**config.mk**
```make
export PLATFORM = sky130hd
export DESIGN_NAME = buck_guard
export DESIGN_NICKNAME = d
export VERILOG_FILES = /design/src/rtl/buck_guard_pkg.sv /design/src/rtl/bg_valley_limit.sv /design/src/rtl/bg_uv_debounce.sv /design/src/rtl/bg_fault_seq.sv /design/src/rtl/buck_guard.sv
export SDC_FILE = /design/constraint.sdc
export NUM_CORES = 1
export LEC_CHECK = 0
export CORE_ASPECT_RATIO = 0.5
export CORE_MARGIN = 3
export CORE_UTILIZATION = 50
export DETAILED_ROUTE_END_ITERATION = 12
export PLACE_DENSITY = 0.69
export SLEW_MARGIN = 20
export SYNTH_ARGS = -nofsm -noshare
export SYNTH_HDL_FRONTEND = slang
export SYNTH_SLANG_ARGS = --single-unit
```
**constraint.sdc**
```tcl
create_clock -name clk -period 2.5 [get_ports clk]
set_input_delay 0.25 -clock clk [delete_from_list [all_inputs] [get_ports clk]]
set_output_delay 0.25 -clock clk [all_outputs]
set_load 0.01 [all_outputs]
```
**src/rtl/buck_guard_pkg.sv**
```systemverilog
package buck_guard_pkg;

    typedef enum logic [1:0] {
        PS_RUN    = 2'd0,
        PS_HICCUP = 2'd1,
        PS_OFF    = 2'd2
    } pwr_state_e;

endpackage

```
**src/rtl/bg_valley_limit.sv**
```systemverilog
module bg_valley_limit #(
    parameter int FOLD_RUN = 7
) (
    input  logic clk,
    input  logic rst_n,
    input  logic run_i,
    input  logic ls_on_i,
    input  logic ilim_i,
    input  logic cyc_end_i,
    output logic hold_o,
    output logic term_o,
    output logic fixed_o,
    output logic low_o
);
    localparam int SW = $clog2(FOLD_RUN + 1);
    localparam logic [SW-1:0] RUN_MAX  = SW'(FOLD_RUN);
    localparam logic [SW-1:0] RUN_LAST = SW'(FOLD_RUN - 1);

    typedef struct packed {
        logic          hold;
        logic          term;
        logic          fixed;
        logic          low;
        logic [SW-1:0] streak;
    } vl_state_t;

    vl_state_t st_d, st_q;

    always_comb begin
        st_d      = st_q;
        st_d.term = 1'b0;
        if (!run_i) begin
            st_d = '0;
        end else if (st_q.hold) begin
            if (!ilim_i) begin
                st_d.hold  = 1'b0;
                st_d.term  = 1'b1;
                st_d.fixed = 1'b1;
                if (st_q.streak != RUN_MAX) begin
                    st_d.streak = st_q.streak + 1'b1;
                end
                if (st_q.streak >= RUN_LAST) begin
                    st_d.low = 1'b1;
                end
            end
        end else if (ls_on_i && ilim_i) begin
            st_d.hold = 1'b1;
        end else if (cyc_end_i) begin
            st_d.streak = '0;
            st_d.low    = 1'b0;
            st_d.fixed  = 1'b0;
        end
    end

    always_ff @(posedge clk or negedge rst_n) begin
        if (!rst_n) begin
            st_q <= '0;
        end else begin
            st_q <= st_d;
        end
    end

    assign hold_o  = st_q.hold;
    assign term_o  = st_q.term;
    assign fixed_o = st_q.fixed;
    assign low_o   = st_q.low;

endmodule

```
**src/rtl/bg_uv_debounce.sv**
```systemverilog
module bg_uv_debounce #(
    parameter int UV_CYC = 1250
) (
    input  logic clk,
    input  logic rst_n,
    input  logic arm_i,
    input  logic uv_i,
    output logic trip_o
);
    localparam int CW = (UV_CYC > 1) ? $clog2(UV_CYC) : 1;
    localparam logic [CW-1:0] CNT_LAST = CW'(UV_CYC - 1);

    typedef struct packed {
        logic [CW-1:0] cnt;
    } db_state_t;

    db_state_t st_d, st_q;
    logic      trip;

    always_comb begin
        st_d = st_q;
        trip = arm_i && uv_i && (st_q.cnt == CNT_LAST);
        if (!arm_i || !uv_i || trip) begin
            st_d.cnt = '0;
        end else begin
            st_d.cnt = st_q.cnt + 1'b1;
        end
    end

    always_ff @(posedge clk or negedge rst_n) begin
        if (!rst_n) begin
            st_q <= '0;
        end else begin
            st_q <= st_d;
        end
    end

    assign trip_o = trip;

endmodule

```
**src/rtl/bg_fault_seq.sv**
```systemverilog
module bg_fault_seq
    import buck_guard_pkg::*;
#(
    parameter int HICCUP_CYC = 1750000
) (
    input  logic clk,
    input  logic rst_n,
    input  logic fault_i,
    input  logic trip_i,
    output logic run_o,
    output logic off_o,
    output logic restart_o
);
    localparam int HW = (HICCUP_CYC > 1) ? $clog2(HICCUP_CYC) : 1;
    localparam logic [HW-1:0] HIC_LAST = HW'(HICCUP_CYC - 1);

    typedef struct packed {
        pwr_state_e    state;
        logic [HW-1:0] hic_cnt;
        logic          restart;
    } fs_state_t;

    fs_state_t st_d, st_q;

    always_comb begin
        st_d         = st_q;
        st_d.restart = 1'b0;
        unique case (st_q.state)
            PS_RUN: begin
                if (fault_i) begin
                    st_d.state = PS_OFF;
                end else if (trip_i) begin
                    st_d.state   = PS_HICCUP;
                    st_d.hic_cnt = '0;
                end
            end
            PS_HICCUP: begin
                if (fault_i) begin
                    st_d.state = PS_OFF;
                end else if (st_q.hic_cnt == HIC_LAST) begin
                    st_d.state   = PS_RUN;
                    st_d.restart = 1'b1;
                end else begin
                    st_d.hic_cnt = st_q.hic_cnt + 1'b1;
                end
            end
            PS_OFF: begin
                if (!fault_i) begin
                    st_d.state   = PS_RUN;
                    st_d.restart = 1'b1;
                end
            end
            default: st_d.state = PS_OFF;
        endcase
    end

    always_ff @(posedge clk or negedge rst_n) begin
        if (!rst_n) begin
            st_q <= '{state: PS_RUN, hic_cnt: '0, restart: 1'b0};
        end else begin
            st_q <= st_d;
        end
    end

    assign run_o     = (st_q.state == PS_RUN);
    assign off_o     = (st_q.state != PS_RUN);
    assign restart_o = st_q.restart;

endmodule

```
**src/rtl/buck_guard.sv**
```systemverilog
module buck_guard #(
    parameter int FOLD_RUN   = 7,
    parameter int UV_CYC     = 1250,
    parameter int HICCUP_CYC = 1750000
) (
    input  logic clk,
    input  logic rst_n,
    input  logic ls_on_i,
    input  logic ilim_i,
    input  logic cyc_end_i,
    input  logic uv_i,
    input  logic ss_busy_i,
    input  logic vin_low_i,
    input  logic hot_i,
    output logic ls_hold_o,
    output logic cyc_term_o,
    output logic fixed_ton_o,
    output logic ilim_low_o,
    output logic pwr_off_o,
    output logic restart_o
);
    logic run;
    logic uv_trip;
    logic fault;

    assign fault = vin_low_i || hot_i;

    bg_valley_limit #(.FOLD_RUN(FOLD_RUN)) u_valley (
        .clk      (clk),
        .rst_n    (rst_n),
        .run_i    (run),
        .ls_on_i  (ls_on_i),
        .ilim_i   (ilim_i),
        .cyc_end_i(cyc_end_i),
        .hold_o   (ls_hold_o),
        .term_o   (cyc_term_o),
        .fixed_o  (fixed_ton_o),
        .low_o    (ilim_low_o)
    );

    bg_uv_debounce #(.UV_CYC(UV_CYC)) u_uvdb (
        .clk   (clk),
        .rst_n (rst_n),
        .arm_i (run && !ss_busy_i),
        .uv_i  (uv_i),
        .trip_o(uv_trip)
    );

    bg_fault_seq #(.HICCUP_CYC(HICCUP_CYC)) u_seq (
        .clk      (clk),
        .rst_n    (rst_n),
        .fault_i  (fault),
        .trip_i   (uv_trip),
        .run_o    (run),
        .off_o    (pwr_off_o),
        .restart_o(restart_o)
    );

endmodule

```
# Yosys cells after proc, flatten, opt, wreduce, memory -nomap -nowiden
# Index checks and enable logic that the tools add are counted.
totals:
  regBits: 42
  inputBits: 9
  output_inout_bits: 6
op_classes:
  addsub: 3
  n_lt_le_gt_ge: 1
  n_eq_ne: 17
  n_mux: 24
  n_reduce_logical: 18
ops:
  columns: ["operator", "count"]
  rows:
  - ["2-to-1 mux 21 bit", 2]
  - ["one-hot mux 21 bit (2 select lines)", 1]
  - ["2-to-1 mux 23 bit", 1]
  - ["2-to-1 mux 22 bit", 1]
  - ["adder 21 x 1 -> 21 bit (second input constant)", 1]
  - ["== test 21 bit (second input constant)", 1]
  - ["2-to-1 mux 5 bit", 3]
  - ["2-to-1 mux 7 bit", 2]
  - ["inequality test 3 bit (second input constant)", 4]
  - ["adder 11 x 1 -> 11 bit (second input constant)", 1]
  - ["== test 11 bit (second input constant)", 1]
  - ["2-to-1 mux 11 bit", 1]
  - ["2-to-1 mux 2 bit", 4]
  - ["inequality test 2 bit (second input constant)", 4]
  - ["AND reduction 4 bit", 2]
  - ["2-to-1 mux 1 bit", 6]
  - ["inequality test 3 x 1 -> 1 bit (second input constant)", 2]
  - ["inequality test 3 x 2 -> 1 bit (second input constant)", 2]
  - ["one-hot mux 2 bit (3 select lines)", 1]
  - ["AND reduction 3 bit", 2]
  - ["AND reduction 5 bit", 1]
  - ["logical AND 1 bit", 4]
  - ["nonzero test 2 bit", 2]
  - ["adder 3 x 1 -> 3 bit (second input constant)", 1]
  - ["9 further kinds", 13]

# Longest topological paths before layout
logic_depth:
  ltp_word: 7
  depth_mapped: 8

# Cells and area by module
# A second synthesis with hierarchy kept.
unflattened:
  hier_cells: 252
  hier_area_um2: 2444.8
modules_own_cells:
  columns: ["mod", "n_inst", "cells_per_inst", "area_per_inst_um2", "seq_area_each_um2"]
  rows:
  - ["bg_fault_seq", 1, 163, 1506.4, 600.6]
  - ["bg_uv_debounce", 1, 55, 579.3, 275.3]
  - ["bg_valley_limit", 1, 32, 346.6, 175.2]
  - ["buck_guard", 1, 2, 12.5, 0.0]

# Worst setup path after synthesis
# OpenSTA, ideal clock, no wires.
synth_timing:
  path_type: "register to register"
  from: "reg u_seq.st_q[22] in the netlist's numbering"
  to: "reg u_seq.st_q[10] in the netlist's numbering"
  setup_ns: 0.126
  arrival_time_ns: 1.961
  t_required_ns: 2.374
  slack_ns: 0.413
  path_stages_with_launch: 9
  path_buffers: 1
  synth_period_minus_slack_ns: 2.087
  cell_sequence: "dfrtp_1 -> inv_1 -> ha_1 -> inv_1 -> a41o_1 -> nand2_1 -> or3_4 -> buf_6 -> a221o_1"
synth_between:
  elab_chain_len: 6
  elab_cells_between_ends: 12
synth_lines:
  columns: ["item", "line", "rtl"]
  rows:
  - ["start, declared", "bg_fault_seq.sv:23", "fs_state_t st_d, st_q;"]
  - ["start signal, assigned", "bg_fault_seq.sv:59", "st_q <= '{state: PS_RUN, hic_cnt: '0, restart: 1'b0};"]
  - ["start signal, assigned", "bg_fault_seq.sv:61", "st_q <= st_d;"]
  - ["zero test 2 bit", "bg_fault_seq.sv:28, bg_fault_seq.sv:65", null]
  - ["logical AND 1 bit", "buck_guard.sv:44", ".arm_i (run && !ss_busy_i),"]
  - ["logical AND 1 bit (2 in series)", "bg_uv_debounce.sv:22", "trip = arm_i && uv_i && (st_q.cnt == CNT_LAST);"]
  - ["inequality test 2 x 1 -> 1 bit (no line)", null, null]
  - ["AND reduction 5 bit (no line)", null, null]
# Several ways; a longest one is shown, not always the timed one.
# A chain may end at the register's enable or synchronous reset.

# Worst setup path in the final report
layout_timing:
  from: "reg u_seq.st_q[19] in the netlist's numbering"
  to: "reg u_seq.st_q[16] in the netlist's numbering"
layout_between:
  elab_chain_len: 3
layout_lines:
  columns: ["item", "line", "rtl"]
  rows:
  - ["== test 21 bit", "bg_fault_seq.sv:40", "end else if (st_q.hic_cnt == HIC_LAST) begin"]
  - ["inequality test 2 bit (no line)", null, null]
  - ["AND reduction 5 bit (no line)", null, null]
# No other way between the ends.

==> run_results.csv <==
group,metric,value,unit
worst_setup_path,arrival,2.43,ns
timing,fmax,451,MHz
logic_synthesis,mappedNetlistNets,269,
detailed_routing,via_per_inst,6.02,
clock_tree,cts_tree,"yes",
worst_setup_path,r2r_cells,6,
placement,finalWeightedCongestion,0.880,
logic_synthesis,ys_seq_elements,42,
timing,skew,0.00806,ns
worst_setup_path,path_cells,"or4_1 > nor4_2 > and4_1 > nor3_2 > buf_4 > a31oi_1",
worst_setup_path,r2r_end,"u_seq.st_q[16]$_DFFE_PN0P_",
worst_setup_path,crit_buf_inv,1,
logic_synthesis,ys_top_cells_by_count,"dfrtp_1, nand2_1, nor2_1, nand3_1",
detailed_routing,antenna_left,0,
timing,hold_viol,0,
logic_synthesis,ys_warn_count,0,
timing,min_period,2.22,ns
die,die_area,5620,um2
logic_synthesis,yosysMostFrequentCell,"dfrtp_1",
timing,fin_tns_setup,0,ns
clock_tree,clockBufferDepth,2,
detailed_routing,avgRoutedWirePerCell,16.1,um
grt,grt_overflow,0,
logic_synthesis,post-synth-top-area-cell,"dfrtp_1",
final_layout,area.growth.synth_to_final,13.4,%
worst_setup_path,cp.required,2.71,ns
detailed_routing,vias,1975,
clock_tree,root_buffer,"clkbuf_8",
worst_setup_path,slowest_delay,0.55,ns
clock_tree,hold_buffers,0,
placement,pre_cts_ws,0.296,ns
worst_setup_path,crit_fanout,9,
final_layout,drive_gt1_share,13.5,%
final_layout,diodes,0,
placement,port_buffers,14,
grt,antenna_found_initial,0,
logic_synthesis,synth_area_per_cell,9.42,um2
placement,hpwlAfterDp,3710,um
timing,drv_slew,0,
detailed_routing,drt_iter0_markers,168,
worst_setup_path,critPathTopFamily,"simple AND/OR/NAND/NOR gates",
clock_tree,post_cts_buffers,0,
logic_synthesis,yosysSeqAreaShare,44.6,%
clock_tree,clk_pin_slew_worst_paths,0.09,ns
logic_synthesis,synth-edff-count,0,
logic_synthesis,synth.area.top_cells,"dfrtp_1, ha_1, nand2_1",
timing,setup_violations,0,
logic_synthesis,async_reset_ff_share,100,%
logic_synthesis,synth_flop_cell,"dfrtp_1",
grt,grt_pass1_wl,8940,um
grt,grt_pass1_vias,1869,
detailed_routing,drc,0,
worst_setup_path,path_class,"reg2reg",
detailed_routing,dr.pass1.iters,4,
power_and_ir_drop,p_per_area,577,nW/um2
detailed_routing,drt-total-wl,5270,um
die,rows,16,
final_layout,stdcell_count,328,
logic_synthesis,yosys.cell_types.count,48,
final_layout,final_nets,292,
run_status,outcome,"completed",
timing,worst_slew_pin_slew,0.935,ns
flow_run,drv_cap,0,
worst_setup_path,cp-start-kind,"flop",
power_and_ir_drop,power_leakage,1.20,nW
timing,rsz0062_at_grt,"false",
die,die_x,103,um
grt,gr-usage-all-layers,21.2,%
die,boundaryPins,15,
worst_setup_path,worstSetupEndpointType,"flop",
timing,maxSlewHeadroom,37.7,%
clock_tree,cts_htree_levels,2,
worst_setup_path,reg2reg_from,"u_seq.st_q[19]$_DFFE_PN0P_",
timing,holdWs,0.0822,ns
clock_tree,clock_latency,0.30,ns
timing,min_period_over_period,88.7,%
power_and_ir_drop,power,0.00154,W
die,die_h,54.5,um
timing,setup_ws,0.283,ns
clock_tree,cts.sinks,42,
logic_synthesis,syn-cell-area,2350,um2
placement,place_inst,320,
die,core_area,4200,um2
logic_synthesis,synthCells,250,
clock_tree,cts_buffers,5,
die,start_util,56.0,%
worst_setup_path,regToRegSetupSlack,0.28,ns
hold_path,hp-class,"in2async",
grt,grt_max_degree,43,
power_and_ir_drop,ir_drop,250,uV
logic_synthesis,synth.top_cell.area_share,44.6,%
worst_setup_path,worst_path_max_delay_cell,"or4_1",
clock_tree,cts_resized,0,
-- sequential cells by signal, indices dropped and copies added, names as in the netlist --
| signal | count |
|---|---|
| u_valley.term_o | 1 |
| u_seq.restart_o | 1 |
| u_uvdb.st_q | 11 |
| u_valley.fixed_o | 1 |
| u_valley.hold_o | 1 |
| u_valley.low_o | 1 |
| u_valley.st_q | 3 |
| u_seq.st_q | 23 |
-- final cells by class --
cell class | instances | area [um2]
fill | 353 | 1530
multi-input combinational | 193 | 1230
sequential | 42 | 1050
timing repair buffer | 22 | 195
clock buffer | 5 | 68.8
tap | 54 | 67.6
inverter | 9 | 33.8
clock inverter | 3 | 21.3
-- cells by family (layout without fill, tap and decap cells) --
| group | count (synthesis) | in the layout | share of synthesized area [%] |
|---|---|---|---|
| AOI/OAI and AO/OA | 58 | 58 | 17.6 |
| xor gates and xnor gates | 9 | 9 | 3.35 |
| adders and majority gates | 10 | 10 | 5.31 |
| buffers and inverters | 15 | 39 | 3.03 |
| DFF | 42 | 42 | 44.6 |
| muxes | 3 | 3 | 1.38 |
| and+or+nand+nor | 113 | 113 | 24.7 |
-- through the flow --
step | utilization (%) | cell area, um2
global route | 63.5 | 2670
detailed placement | 61.4 | 2580
floorplan | - | 2350
finish | 63.5 | 2670
global placement | 61.4 | 2580
CTS | 63.5 | 2670
-- placed cells by master (no fill, tap or decap), types with 4 or more instances in the layout --
cell type        count
and2_1               4
nor2_1              26
nor3_1               7
o31ai_1              4
dfrtp_1             42
o21ai_0             11
nand3_1             21
a21o_2               5
clkdlybuf4s50_1     13
xor2_1               4
and3_1               7
nand2_1             28
inv_1                9
ha_1                10
a31oi_1             11
clkbuf_8             5
xnor2_1              5
a21oi_1              8
buf_4                8
-- power breakdown --
part / switching [W] / internal, W / leakage [nW] / total, W
Combinational: 0.000193 / 0.000137 / 0.569 / 0.000331
Sequential: 0.0000469 / 0.000716 / 0.583 / 0.000763
Clock: 0.000252 / 0.000196 / 0.0441 / 0.000448
Total: 0.000492 / 0.00105 / 1.20 / 0.00154
-- per-layer routing --
metal  part of all wire (%)  track usage (%)  vias to the layer above
met1                     48             29.0                      933
met5                      0                0                        -
met4                    1.0             6.67                        0
met2                     45             34.0                       71
met3                    5.6             4.71                        7
li1                       -                -                      964
-- worst max path at each step --
stage / startpoint / endpoint / depth (start not counted)
after global placement: uv_i / u_seq.st_q[3]$_DFFE_PN0P_ / 6
after detailed placement: uv_i / u_seq.st_q[3]$_DFFE_PN0P_ / 6
final: u_seq.st_q[19]$_DFFE_PN0P_ / u_seq.st_q[16]$_DFFE_PN0P_ / 6
after CTS: u_seq.st_q[12]$_DFFE_PN0P_ / u_seq.st_q[15]$_DFFE_PN0P_ / 6
after floorplan: u_seq.st_q[22]$_DFFE_PN0P_ / u_seq.st_q[10]$_DFFE_PN0P_ / 8
after global routing: u_seq.st_q[12]$_DFFE_PN0P_ / u_seq.st_q[18]$_DFFE_PN0P_ / 6
-- worst reg2reg max path, delay by kind of cell (launching register included) --
kind	cells	cell delay (ns)
AO/OA/AOI/OAI	1	0.19
buffers and inverters	1	0.19
flip-flops	1	0.44
AND/OR/NAND/NOR	4	1.31
No activity file was read; power rests on OpenSTA's default activity.
